===== src/rtl/hsPkg.sv =====
package hsPkg;
  typedef enum logic [1:0] {
    OP_WRITE = 2'd0,
    OP_SET   = 2'd1,
    OP_CLEAR = 2'd2,
    OP_TEST  = 2'd3
  } csrOpE;

  localparam int CTL_RUN  = 0;
  localparam int CTL_REQ  = 1;
  localparam int CTL_IEA  = 2;
  localparam int CTL_IEB  = 3;
  localparam int CTL_W    = 4;
  localparam int ST_RDYI  = 4;
  localparam int ST_RDYO  = 7;
  localparam int NUM_VEC  = 2;
  localparam int VEC_STEP = 4;

  typedef struct packed {
    logic ieB;
    logic ieA;
    logic reqIn;
    logic run;
  } ctlBitsT;

  typedef struct packed {
    logic loadCmd;
    logic loadRsp;
  } strobeT;

  function automatic logic [7:0] applyOp(logic [7:0] old, logic [1:0] op, logic [7:0] wd);
    case (op)
      OP_WRITE: applyOp = wd;
      OP_SET:   applyOp = old | wd;
      OP_CLEAR: applyOp = old & ~wd;
      default:  applyOp = old;
    endcase
  endfunction
endpackage


===== src/rtl/hsDatapath.sv =====
module hsDatapath import hsPkg::*; #(
  parameter int DATA_W = 8
) (
  input  logic              clk,
  input  logic              rstN,
  input  logic              csrWe,
  input  logic              csrAddr,
  input  logic [1:0]        csrOp,
  input  logic [7:0]        csrWrData,
  output logic [7:0]        csrRdData,
  input  logic [DATA_W-1:0] cmdWrData,
  input  logic [DATA_W-1:0] engRspData,
  output logic [DATA_W-1:0] engCmdData,
  output logic [DATA_W-1:0] rspRdData,
  input  strobeT            strb,
  input  logic              rdyIn,
  input  logic              rdyOut,
  output ctlBitsT           ctlBits,
  output logic              rdyOutClr
);
  logic [CTL_W-1:0]  ctlReg;
  logic [DATA_W-1:0] cmdReg;
  logic [DATA_W-1:0] rspReg;
  logic [7:0]        ctlByte;
  logic [7:0]        statByte;
  logic [7:0]        statNext;

  assign ctlByte  = {{(8-CTL_W){1'b0}}, ctlReg};
  assign statByte = 8'((rdyOut ? (1 << ST_RDYO) : 0) | (rdyIn ? (1 << ST_RDYI) : 0));
  assign statNext = applyOp(statByte, csrOp, csrWrData);

  always_ff @(posedge clk) begin
    if (!rstN) begin
      ctlReg <= '0;
    end else if (csrWe && !csrAddr) begin
      ctlReg <= CTL_W'(applyOp(ctlByte, csrOp, csrWrData));
    end
  end

  always_ff @(posedge clk) begin
    if (!rstN) begin
      cmdReg <= '0;
      rspReg <= '0;
    end else begin
      if (strb.loadCmd) cmdReg <= cmdWrData;
      if (strb.loadRsp) rspReg <= engRspData;
    end
  end

  assign rdyOutClr  = csrWe && csrAddr && rdyOut && !statNext[ST_RDYO];
  assign ctlBits    = ctlBitsT'(ctlReg);
  assign csrRdData  = csrAddr ? statByte : ctlByte;
  assign engCmdData = cmdReg;
  assign rspRdData  = rspReg;
endmodule


===== src/rtl/hsCtrl.sv =====
module hsCtrl import hsPkg::*; #(
  parameter int             VEC_W    = 9,
  parameter logic [VEC_W-1:0] VEC_BASE = 9'o300
) (
  input  logic             clk,
  input  logic             rstN,
  input  ctlBitsT          ctlBits,
  input  logic             cmdWe,
  input  logic             rdyOutClr,
  input  logic             engCmdReady,
  input  logic             engRspValid,
  input  logic             intAck,
  output strobeT           strb,
  output logic             rdyIn,
  output logic             rdyOut,
  output logic             engCmdValid,
  output logic             engRspReady,
  output logic             irq,
  output logic [VEC_W-1:0] intVec
);
  localparam logic [VEC_W-1:0] VEC_OUT = VEC_BASE + VEC_W'(VEC_STEP);

  logic                holdFull;
  logic [NUM_VEC-1:0]  qual;
  logic [NUM_VEC-1:0]  qualPrev;
  logic [NUM_VEC-1:0]  pend;
  logic [NUM_VEC-1:0]  req;
  logic [NUM_VEC-1:0]  gnt;

  assign engRspReady  = ctlBits.run && !rdyOut;
  assign strb.loadCmd = cmdWe && rdyIn;
  assign strb.loadRsp = engRspValid && engRspReady;
  assign engCmdValid  = holdFull;

  always_ff @(posedge clk) begin
    if (!rstN) begin
      rdyIn    <= 1'b0;
      rdyOut   <= 1'b0;
      holdFull <= 1'b0;
    end else begin
      rdyIn    <= ctlBits.run && ctlBits.reqIn && !holdFull && !strb.loadCmd;
      rdyOut   <= ctlBits.run && (rdyOut ? !rdyOutClr : strb.loadRsp);
      holdFull <= strb.loadCmd || (holdFull && !engCmdReady);
    end
  end

  assign qual[0] = ctlBits.run && rdyIn  && ctlBits.ieA;
  assign qual[1] = ctlBits.run && rdyOut && ctlBits.ieB;
  assign req     = pend & qual;

  // Fixed priority: lowest index (input vector) wins.
  always_comb begin
    gnt = '0;
    for (int i = 0; i < NUM_VEC; i++) begin
      if (req[i] && gnt == '0) gnt[i] = 1'b1;
    end
  end

  generate
    for (genvar v = 0; v < NUM_VEC; v++) begin : gPend
      always_ff @(posedge clk) begin
        if (!rstN) begin
          pend[v]     <= 1'b0;
          qualPrev[v] <= 1'b0;
        end else begin
          qualPrev[v] <= qual[v];
          pend[v]     <= qual[v] && (pend[v] ? !(intAck && gnt[v]) : !qualPrev[v]);
        end
      end
    end
  endgenerate

  assign irq    = |req;
  assign intVec = gnt[0] ? VEC_BASE : VEC_OUT;
endmodule


===== src/rtl/dualVecHandshake.sv =====
module dualVecHandshake import hsPkg::*; #(
  parameter int               DATA_W   = 8,
  parameter int               VEC_W    = 9,
  parameter logic [VEC_W-1:0] VEC_BASE = 9'o300
) (
  input  logic              clk,
  input  logic              rstN,
  input  logic              csrWe,
  input  logic              csrAddr,
  input  logic [1:0]        csrOp,
  input  logic [7:0]        csrWrData,
  output logic [7:0]        csrRdData,
  input  logic              cmdWe,
  input  logic [DATA_W-1:0] cmdWrData,
  output logic [DATA_W-1:0] rspRdData,
  output logic              engCmdValid,
  output logic [DATA_W-1:0] engCmdData,
  input  logic              engCmdReady,
  input  logic              engRspValid,
  input  logic [DATA_W-1:0] engRspData,
  output logic              engRspReady,
  output logic              irq,
  input  logic              intAck,
  output logic [VEC_W-1:0]  intVec
);
  strobeT  strb;
  ctlBitsT ctlBits;
  logic    rdyIn;
  logic    rdyOut;
  logic    rdyOutClr;

  hsDatapath #(.DATA_W(DATA_W)) uData (
    .clk(clk), .rstN(rstN),
    .csrWe(csrWe), .csrAddr(csrAddr), .csrOp(csrOp), .csrWrData(csrWrData),
    .csrRdData(csrRdData),
    .cmdWrData(cmdWrData), .engRspData(engRspData),
    .engCmdData(engCmdData), .rspRdData(rspRdData),
    .strb(strb), .rdyIn(rdyIn), .rdyOut(rdyOut),
    .ctlBits(ctlBits), .rdyOutClr(rdyOutClr)
  );

  hsCtrl #(.VEC_W(VEC_W), .VEC_BASE(VEC_BASE)) uCtrl (
    .clk(clk), .rstN(rstN),
    .ctlBits(ctlBits), .cmdWe(cmdWe), .rdyOutClr(rdyOutClr),
    .engCmdReady(engCmdReady), .engRspValid(engRspValid), .intAck(intAck),
    .strb(strb), .rdyIn(rdyIn), .rdyOut(rdyOut),
    .engCmdValid(engCmdValid), .engRspReady(engRspReady),
    .irq(irq), .intVec(intVec)
  );
endmodule


===== config.mk =====
export PLATFORM = sky130hd
export DESIGN_NAME = dualVecHandshake
export DESIGN_NICKNAME = d
export VERILOG_FILES = /design/src/rtl/hsPkg.sv /design/src/rtl/hsDatapath.sv /design/src/rtl/hsCtrl.sv /design/src/rtl/dualVecHandshake.sv
export SDC_FILE = /design/constraint.sdc
export NUM_CORES = 1
export LEC_CHECK = 0
export ABC_CLOCK_PERIOD_IN_PS = 1740
export BUFFER_PORTS_ARGS = -buffer_cell sky130_fd_sc_hd__buf_4
export CORE_ASPECT_RATIO = 1.4
export CORE_UTILIZATION = 45
export CTS_BUF_LIST = sky130_fd_sc_hd__clkbuf_8
export CTS_CLUSTER_SIZE = 12
export DETAILED_ROUTE_END_ITERATION = 12
export MAX_ROUTING_LAYER = met4
export PLACE_DENSITY_LB_ADDON = 0.08
export REMOVE_ABC_BUFFERS = 1
export SLEW_MARGIN = 20
export SYNTH_ARGS = -nofsm -noshare
export SYNTH_HDL_FRONTEND = slang
export SYNTH_HIERARCHICAL = 1
export SYNTH_SLANG_ARGS = --single-unit

===== constraint.sdc =====
create_clock -name clk -period 1.74 [get_ports clk]
set_input_delay 0.174 -clock clk [delete_from_list [all_inputs] [get_ports clk]]
set_output_delay 0.174 -clock clk [all_outputs]
set_load 0.01 [all_outputs]

==> reports/qor.txt <==
Ys Warns - 6
Top FF cell, synth - dfxtp_1
Detail Route Antenna Nets - 0
Post-synth EDFFs - 0
Slew @ Worst Pin - 0.602 ns
Die ar. - 3040 µm²
Synth top cells by count - 27 x dfxtp_1, 19 x nor2_1, 17 x mux2i_1, 10 x buf_4, 7 x nor2b_1
Wire per inst - 11.0 µm
I/O pins - 70
DRC - 0
Fmax - 747 MHz
Crit end category - flop
Syn Std Cell Area - 1270 µm²
Cts repair resizes - 0
# clock sinks - 27
Site Rows - 22
Final non-filler cell total - 222
Sequential-to-total area share from yosys stat - 42.5%
Routed length on met1 - 991 µm
Max H-tree Level - 1
Worst-case clock buffer depth - 2
Ranking of synthesized cells by area - dfxtp_1 43%, mux2i_1 13%, buf_4 5.9%, nor2_1 5.6%, ha_1 4.9%
Hold Path End - uCtrl/pend[0]
Drt total wl - 2.44 mm
Most numerous cell in the Yosys netlist - dfxtp_1
Synthesis-stage register bit count - 27
Tcrit/Tclk final - 76.9%
Filler Cells Inserted - 262
Top Metal Used - met4
Synth unique cells - 28
# diodes - 0
Worst EP required - 1.87 ns
Final Cell Area - 1720 µm²
Die height - 64.9 µm
HP Start - intAck
Total power - 1.12 mW
Synth top area share - 42.5%
Relative slew slack - 59.8%
Final Hold Fails - 0
Port-buffer cells - 56
FFs w/ async S/R, synth - 0%
Initial Util - 48.1%
Nets - 226
Tmin final - 1.34 ns
Fraction of layout cells with a size suffix above 1 - 38.2%
Util after Layout - 65.2%
Crit path arrival time - 1.47 ns
P&R area growth vs syn - 35.6%
CP max FO - 8
Worst Hold Class - input port to flop
Worst-Skew Late Latency - 0.26 ns
GRT Resource Usage Total - 17.3%
CTS tree - built
Clock Power Share - 30.1%
Core Area - 2640 µm²
GP Congestion - 0.767
Dpl cell area - 1680 µm²
Routed vias/inst - 4.75
Cts hold-fix bufs - 0
Cell internal pwr - 0.868 mW
Outcome - finished clean
Final max-slew violation count - 0
Largest net degree at the start of global routing - 21
Overflow after GRT - 0
Worst setup SP type - flop
Sequential Power Share - 56.3%
Initial antenna violation count - 0
Sw frac - 22.5%
Crit Path Category - flop to flop
R2r setup slk - 0.40 ns
Reg2reg path depth - 4
Met2 routed WL - 1.30 mm
Logic pwr share - 13.6%
Largest area contributor in the synthesized netlist - dfxtp_1
Hpwl dp - 1.97 mm
Switch Pwr - 0.252 mW
Worst Clk Skew - 0.00303 ns
Peak VDD IR - 0.644 mV
Pwr/cell area - 650 nW/µm²
R2R Path End - uData/rspRdData[2]
Placed Cells - 218
Lkg Pwr - 0.775 nW
# setup viols final - 0
Clk pin slew, worst setup/hold paths - 0.09 ns
Via count - 1,054
Hold Path Depth - 2
Initial DRC Count - 16
RR Startpoint - uCtrl/rdyOut
CTS Buf Count - 3
Number of global-route vias before repair - 926
Setup_tns - 0 ns
Router iterations before antenna repair - 4
# Max-Cap Violations - 0
Avg Cell Area, Syn - 9.63 µm²
Post-Synthesis Cells - 132
First-pass GRT wire length - 3.80 mm
CTS root buffer - clkbuf_8
Postcts setup bufs - 0
Metal3 WL - 132 µm
RSZ-0062 raised after global routing - false
Die Wd - 46.9 µm
[area by class of cell]
cell class,instances,area (µm²),area share [%]
multi-input cells,95,653,37.9
repair buffers,57,428,24.8
clock inverters,1,5.00,0.290
clock buffers,3,41.3,2.39
well taps,36,45.0,2.61
inverters,3,11.3,0.653
flip-flops and latches,27,541,31.3
[worst max-delay path, cell delays in order, from the launching register on]
cell	delay (ns)
dfxtp_1	0.35
nor2b_1	0.14
and2_1	0.43
mux2i_1	0.24
nor2_1	0.05
[metrics by stage]
stage | hold slack [ns] | worst slack, ns
floorplan | 0.272 | 0.316
global placement | 0.380 | 0.403
detailed placement | 0.379 | 0.391
CTS | 0.0916 | 0.376
global route | 0.0992 | 0.251
finish | 0.0995 | 0.401
[cell families after synthesis]
family	count (synthesis)	share of synthesized area, %
flip-flops	27	42.5
AO/OA/AOI/OAI	16	8.66
adder cells (fa/ha/maj)	5	4.92
AND/OR/NAND/NOR	47	21.5
multiplexers	17	13.4
buffers and inverters	17	8.17
other	3	0.886
[registers in the layout (all words and copies together), names as in the netlist]
| name | count |
|---|---|
| uCtrl/rdyIn | 1 |
| uCtrl/engCmdValid | 1 |
| uData/rspRdData | 8 |
| uData/ctlBits | 4 |
| uData/engCmdData | 8 |
| uCtrl/rdyOut | 1 |
| uCtrl/pend | 2 |
| uCtrl/qualPrev | 2 |
[worst max path at each step]
stage                          start            endpoint
finish                  uCtrl/rdyOut  uData/rspRdData[2]
global route            uCtrl/rdyOut  uData/rspRdData[1]
CTS                     uCtrl/rdyOut  uData/rspRdData[2]
detailed placement      uCtrl/rdyOut  uData/rspRdData[1]
global placement        uCtrl/rdyOut  uData/rspRdData[3]
floorplan           uData/ctlBits[0]  uData/rspRdData[0]
[routing by layer]
| metal | up-vias | GRT usage [%] |
|---|---|---|
| met5 | - | - |
| met4 | 0 | 6.43 |
| met3 | 2 | 2.23 |
| met2 | 35 | 30.2 |
| met1 | 483 | 19.1 |
| li1 | 534 | - |
[power groups by stage]
stage | clock [mW] | combinational [mW] | sequential, mW
final | 0.337 | 0.153 | 0.631
after global placement | 0 | 0.149 | 0.646
after global routing | 0.370 | 0.167 | 0.632
after detailed placement | 0 | 0.153 | 0.646
after floorplan | 0 | 0.0671 | 0.647
after CTS | 0.349 | 0.153 | 0.631
[layout by cell type, fill, tap and decap left out]
| master | instances |
|---|---|
| a2111oi_2 | 1 |
| a211oi_1 | 5 |
| a21oi_1 | 4 |
| and2_1 | 2 |
| and2_2 | 2 |
| and2b_2 | 4 |
| and3_1 | 2 |
| buf_4 | 57 |
| clkbuf_8 | 3 |
| clkinv_2 | 1 |
| conb_1 | 10 |
| dfxtp_1 | 27 |
| ha_1 | 5 |
| inv_1 | 3 |
| mux2i_1 | 17 |
| nand2_1 | 3 |
| nand2_2 | 1 |
| nand2b_1 | 2 |
| nand3_1 | 1 |
| nand4_1 | 1 |
| nor2_1 | 19 |
| nor2b_1 | 7 |
| nor3b_1 | 1 |
| nor3b_4 | 1 |
| nor4b_2 | 1 |
| o21a_1 | 1 |
| o21ai_1 | 1 |
| o22ai_1 | 4 |
No activity file was read; power rests on OpenSTA's default activity.
